<file path="config.mk">
export PLATFORM = sky130hd
export DESIGN_NAME = eidle_infer
export DESIGN_NICKNAME = d
export VERILOG_FILES = /design/src/rtl/eidle_infer_pkg.sv /design/src/rtl/eidle_event_mux.sv /design/src/rtl/eidle_window_sel.sv /design/src/rtl/eidle_window_timer.sv /design/src/rtl/eidle_infer.sv
export SDC_FILE = /design/constraint.sdc
export NUM_CORES = 1
export LEC_CHECK = 0
export CORE_MARGIN = 2
export CORE_UTILIZATION = 40
export CTS_CLUSTER_DIAMETER = 50
export DETAILED_ROUTE_END_ITERATION = 8
export PLACE_DENSITY_LB_ADDON = 0.2
export SKIP_CTS_REPAIR_TIMING = 1
export SLEW_MARGIN = 20
export SYNTH_ARGS = -nofsm -noshare
export SYNTH_HDL_FRONTEND = slang
export SYNTH_SLANG_ARGS = --single-unit
</file>
<file path="constraint.sdc">
create_clock -name clk -period 4.3 [get_ports clk]
set_clock_uncertainty 0.1 [all_clocks]
set_input_delay 1.29 -clock clk [delete_from_list [all_inputs] [get_ports clk]]
set_output_delay 1.29 -clock clk [all_outputs]
set_load 0.05 [all_outputs]
</file>
<file path="src/rtl/eidle_infer_pkg.sv">
package eidle_infer_pkg;

    typedef enum logic [1:0] {
        ST_OFF      = 2'd0,
        ST_WATCH    = 2'd1,
        ST_INFERRED = 2'd2
    } infer_state_e;

    // Rate code 2'b00 is Gen1; anything else takes the Gen2 lengths.
    function automatic logic rate_is_gen1(input logic [1:0] rate);
        return (rate == 2'b00);
    endfunction

    function automatic int ceil_div(input int num, input int den);
        return (num + den - 1) / den;
    endfunction

    function automatic int max2(input int a, input int b);
        return (a > b) ? a : b;
    endfunction

endpackage

</file>
<file path="src/rtl/eidle_event_mux.sv">
module eidle_event_mux (
    input  logic [2:0] sel,
    input  logic       com_skp_seen,
    input  logic       ts_seen,
    input  logic       eidle_exit_seen,
    output logic       watched_evt
);
    always_comb begin
        unique case (sel)
            3'b100:         watched_evt = com_skp_seen;
            3'b101:         watched_evt = ts_seen;
            3'b110, 3'b111: watched_evt = eidle_exit_seen;
            default:        watched_evt = 1'b0;
        endcase
    end
endmodule

</file>
<file path="src/rtl/eidle_window_sel.sv">
module eidle_window_sel
    import eidle_infer_pkg::*;
#(
    parameter int CLK_PER_MS    = 250000,
    parameter int UI_PER_CLK_G1 = 10,
    parameter int UI_PER_CLK_G2 = 20,
    parameter int CNT_W         = 26
) (
    input  logic [2:0]       sel,
    input  logic [1:0]       rate,
    output logic [CNT_W-1:0] win_len
);
    localparam int WIN_MS128   = 128 * CLK_PER_MS;
    localparam int WIN_TS_G1   = ceil_div(1280, UI_PER_CLK_G1);
    localparam int WIN_TS_G2   = ceil_div(1280, UI_PER_CLK_G2);
    localparam int WIN_EXIT_G1 = ceil_div(2000, UI_PER_CLK_G1);
    localparam int WIN_EXIT_G2 = ceil_div(16000, UI_PER_CLK_G2);

    logic gen1;
    assign gen1 = rate_is_gen1(rate);

    always_comb begin
        unique case (sel)
            3'b100:  win_len = CNT_W'(WIN_MS128);
            3'b101:  win_len = gen1 ? CNT_W'(WIN_TS_G1) : CNT_W'(WIN_TS_G2);
            3'b110:  win_len = gen1 ? CNT_W'(WIN_EXIT_G1) : CNT_W'(WIN_EXIT_G2);
            3'b111:  win_len = CNT_W'(WIN_MS128);
            default: win_len = CNT_W'(1);
        endcase
    end
endmodule

</file>
<file path="src/rtl/eidle_window_timer.sv">
module eidle_window_timer #(
    parameter int CNT_W = 26
) (
    input  logic             clk,
    input  logic             rst,
    input  logic             clr,
    input  logic             run,
    input  logic [CNT_W-1:0] win_len,
    output logic [CNT_W-1:0] cnt_o,
    output logic             at_limit
);
    always_ff @(posedge clk) begin
        if (rst || clr) begin
            cnt_o <= '0;
        end else if (run) begin
            cnt_o <= cnt_o + 1'b1;
        end
    end

    assign at_limit = (cnt_o == win_len - 1'b1);

    // a clear request empties the counter at the next edge.
    assert_clear_R10: assert property (@(posedge clk) disable iff (rst)
        clr |=> (cnt_o == '0));

    // a running window advances by exactly one per cycle.
    assert_count_R7: assert property (@(posedge clk) disable iff (rst)
        (run && !clr) |=> (cnt_o == $past(cnt_o) + 1'b1));
endmodule

</file>
<file path="src/rtl/eidle_infer.sv">
module eidle_infer
    import eidle_infer_pkg::*;
#(
    parameter int CLK_PER_MS    = 250000,
    parameter int UI_PER_CLK_G1 = 10,
    parameter int UI_PER_CLK_G2 = 20
) (
    input  logic       clk,
    input  logic       rst,
    input  logic [2:0] infer_sel,
    input  logic [1:0] link_rate,
    input  logic       com_skp_seen,
    input  logic       ts_seen,
    input  logic       eidle_exit_seen,
    output logic       eidle_inferred
);
    localparam int LONGEST = max2(128 * CLK_PER_MS,
                             max2(ceil_div(16000, UI_PER_CLK_G2),
                             max2(ceil_div(2000, UI_PER_CLK_G1),
                                  ceil_div(1280, UI_PER_CLK_G1))));
    localparam int CNT_W = $clog2(LONGEST + 1);

    infer_state_e     state_q, state_d;
    logic [2:0]       sel_q;
    logic [1:0]       rate_q;
    logic             watched_evt;
    logic             restart;
    logic             enabled;
    logic             tmr_clr;
    logic             tmr_run;
    logic             at_limit;
    logic [CNT_W-1:0] win_len;
    logic [CNT_W-1:0] cnt;

    eidle_event_mux u_evt (
        .sel             (infer_sel),
        .com_skp_seen    (com_skp_seen),
        .ts_seen         (ts_seen),
        .eidle_exit_seen (eidle_exit_seen),
        .watched_evt     (watched_evt)
    );

    eidle_window_sel #(
        .CLK_PER_MS    (CLK_PER_MS),
        .UI_PER_CLK_G1 (UI_PER_CLK_G1),
        .UI_PER_CLK_G2 (UI_PER_CLK_G2),
        .CNT_W         (CNT_W)
    ) u_win (
        .sel     (infer_sel),
        .rate    (link_rate),
        .win_len (win_len)
    );

    eidle_window_timer #(.CNT_W(CNT_W)) u_tmr (
        .clk      (clk),
        .rst      (rst),
        .clr      (tmr_clr),
        .run      (tmr_run),
        .win_len  (win_len),
        .cnt_o    (cnt),
        .at_limit (at_limit)
    );

    assign enabled = infer_sel[2];
    assign restart = watched_evt || (infer_sel != sel_q) || (link_rate != rate_q);

    // Next-state logic.
    always_comb begin
        state_d = state_q;
        unique case (state_q)
            ST_OFF: begin
                if (enabled) state_d = ST_WATCH;
            end
            ST_WATCH: begin
                if (!enabled)      state_d = ST_OFF;
                else if (restart)  state_d = ST_WATCH;
                else if (at_limit) state_d = ST_INFERRED;
            end
            ST_INFERRED: begin
                if (!enabled)     state_d = ST_OFF;
                else if (restart) state_d = ST_WATCH;
            end
            default: state_d = ST_OFF;
        endcase
    end

    assign tmr_clr = (state_q == ST_OFF) || !enabled || restart;
    assign tmr_run = (state_q == ST_WATCH) && !tmr_clr && !at_limit;

    // State register and code history.
    always_ff @(posedge clk) begin
        if (rst) begin
            state_q <= ST_OFF;
            sel_q   <= 3'b000;
            rate_q  <= 2'b00;
        end else begin
            state_q <= state_d;
            sel_q   <= infer_sel;
            rate_q  <= link_rate;
        end
    end

    // Output register.
    always_ff @(posedge clk) begin
        if (rst) eidle_inferred <= 1'b0;
        else     eidle_inferred <= (state_d == ST_INFERRED);
    end

    // a disabled code forces the flag low and the counter clear.
    assert_off_R1: assert property (@(posedge clk) disable iff (rst)
        !infer_sel[2] |=> (!eidle_inferred && cnt == '0));

    // a watched strobe drops the flag.
    assert_event_R8: assert property (@(posedge clk) disable iff (rst)
        (infer_sel[2] && watched_evt) |=> !eidle_inferred);

    // the flag rises only after the counter reached its limit.
    assert_rise_R7: assert property (@(posedge clk) disable iff (rst)
        $rose(eidle_inferred) |-> $past(at_limit));

    // with nothing restarting it, the flag holds.
    assert_hold_R11: assert property (@(posedge clk) disable iff (rst)
        (eidle_inferred && infer_sel[2] && !watched_evt &&
         infer_sel == sel_q && link_rate == rate_q) |=> eidle_inferred);
endmodule

</file>
==> results.ini <==
[outcome]
status = completed

[power]
power_density_nw_per_um2 = 297
design_power_total_uw = 611
vdd_ir_drop_max_mv = 0.160
p_leak_uw = 0.000669

[finish]
final_common_cell = dfxtp_1
diodes = 0
final_cell_mix = dfxtp_1 (33), nand2_1 (21), a21oi_1 (19)
nets = 243
drive_gt1_share_pct = 9.87
syn2layout_area_growth_pct = 13.1

[route]
routedWlPerCell_um = 13.6
drtIter0Drc = 168
via_per_inst = 5.68
drtPass1Iterations = 4
vias = 1620
wirelength_um = 3870
postRouteAntennaNets = 0
drc = 0

[die]
coreArea_um2 = 4350
io_pins = 11
num_rows = 24
dieArea_um2 = 5100
die_w_um = 71.4
start_util_pct = 41.8
die_h_um = 71.4

[timing]
setup_violations = 0
fmax_mhz = 276
finalSetupTns_ps = 0
relSlewSlack_pct = 66.4
period_needed_ps = 3620
timing.final.hold_violations = 0
grt_setup_unrepaired = false
fin_crit_sh_pct = 84.1
slew_violations = 0
worst_pin_slew_ps = 502

[placement]
portBuffers = 10
post-dp-hpwl_um = 2780
gp_congestion = 0.760

[worst_setup_path]
start_kind = input port
worstPathArrival_ps = 3730
endpoint_kind = flip-flop
required_ps = 4420
crit_type = input port to flip-flop
critical_path.max_fanout = 34

[clock_network]
clock_latency_ps = 280
clock_sinks = 33
cts-buffers-inserted = 5
cts_root_buf = clkbuf_8
clock_path_buffers = 2
h-tree-depth = 2
path_clk_slew_ps = 70
cts_tree = yes

[yosys]
yosysSeqAreaShare_pct = 36.3
synth_top_area_share_pct = 36.3
synth.area.top_cells = dfxtp_1 (36%), a21oi_1 (5.2%), nand2_1 (4.3%), xnor2_1 (3.9%), o31ai_1 (3.7%)
netlist_area_um2 = 1820
synth_adder_area_share_pct = 0.688
syn_inst = 221
synth_top_family_by_area = simple AND/OR/NAND/NOR gates
synth_area_leader_cell = dfxtp_1
synth_compound_area_share_pct = 18.4
synth_nets = 232
avgSynthCellArea_um2 = 8.23
yosys.area_share.simple_pct = 30.7
synth_mux_area_share_pct = 2.75
synth_xor_area_share_pct = 6.26
synth_warnings = 0
synth_cell_types = 39
synth_seq_cells = 33

[grt]
grt.total_usage_pct = 17.5
antenna_found_initial = 0
grt_pass1_wl_um = 7150
overflow = 0
first_global_vias = 1549
grt_max_degree = 35

[worst_hold_path]
min_path_type = flip-flop to flip-flop

[job]
drv_cap = 0

routing by layer:
layer | global-route usage, % | vias up | share of wire, %
li1 | - | 832 | -
met1 | 25.1 | 760 | 52
met2 | 25.7 | 23 | 44
met3 | 4.92 | 5 | 3.2
met4 | 5.24 | 0 | 0.80
met5 | 0 | - | 0
Yosys cell counts (all sizes together):
cell type and n:
o31ai 9, nor2b 5, and3 4, or4 8
a21boi 1, mux2 2, nor4 8, nand3 8
xnor2 8, nand2b 2, o211a 1, or2 3
ha 1, o21a 1, or3 10, nand4 7
and2 1, buf 6, nor2 17, xor2 5
o2111ai 4, dfxtp 33, inv 6, a21oi 19
clkbuf 5, a31oi 3, and4 2, nand2 21
o21ba 1, nor3 5, o21ai 10, o211ai 3
mux2i 2
registers in the layout, summed over array words and instances (netlist names):
signal and count:
u_tmr.cnt_o 25, sel_q 3, state_q 2, eidle_inferred 1, rate_q 2
cell type report:
class | instances | area, µm²
clock buffers | 7 | 96.3
well taps | 52 | 65.1
multi-input cells | 171 | 1070
clock inverters | 1 | 5.00
inverters | 6 | 22.5
flip-flops and latches | 33 | 661
repair buffers | 15 | 138
fillers | 437 | 2300
cell families after synthesis:
kind of cell / after synthesis
AO/OA/AOI/OAI: 52
AND/OR/NAND/NOR: 101
XOR/XNOR: 13
flip-flops: 33
multiplexers: 4
buffers and inverters: 17
adder cells (fa/ha/maj): 1
critical path, stage by stage:
cell and delay (ps):
clkdlybuf4s50_1 540, nand2b_4 220, and3_1 170, o211a_1 230, o2111ai_2 300, o21ai_2 70, buf_4 230, or4_1 520
a21oi_1 150
metrics by stage:
stage	cell area (µm²)	instances	hold slack (ps)	utilization (%)	worst slack (ps)
CTS	2060	285	407	47.2	696
floorplan	1820	221	364	-	1070
global route	2060	285	433	47.2	467
detailed placement	1950	277	391	44.9	416
finish	2060	285	399	47.2	682
global placement	1950	277	388	44.9	439
report_power, final:
part           total, µW  internal [µW]  leakage [µW]  switching [µW]
clock                257            145     0.0000542             113
combinational       43.2           23.1      0.000348            20.1
sequential           310            309      0.000267            1.75
worst paths after layout:
path | cells after the start | slack, ps | startpoint | endpoint
hold reg to reg | 1 | 400 | state_q[0]$_SDFF_PP0_ | state_q[0]$_SDFF_PP0_
hold / removal | 1 | 400 | state_q[0]$_SDFF_PP0_ | state_q[0]$_SDFF_PP0_
setup / recovery | 9 | 680 | infer_sel[1] | u_tmr.cnt_o[16]$_SDFFE_PP0P_
setup reg to reg | 8 | 1990 | u_tmr.cnt_o[0]$_SDFFE_PP0P_ | u_tmr.cnt_o[1]$_SDFFE_PP0P_
(Power assumes the default switching activity.)
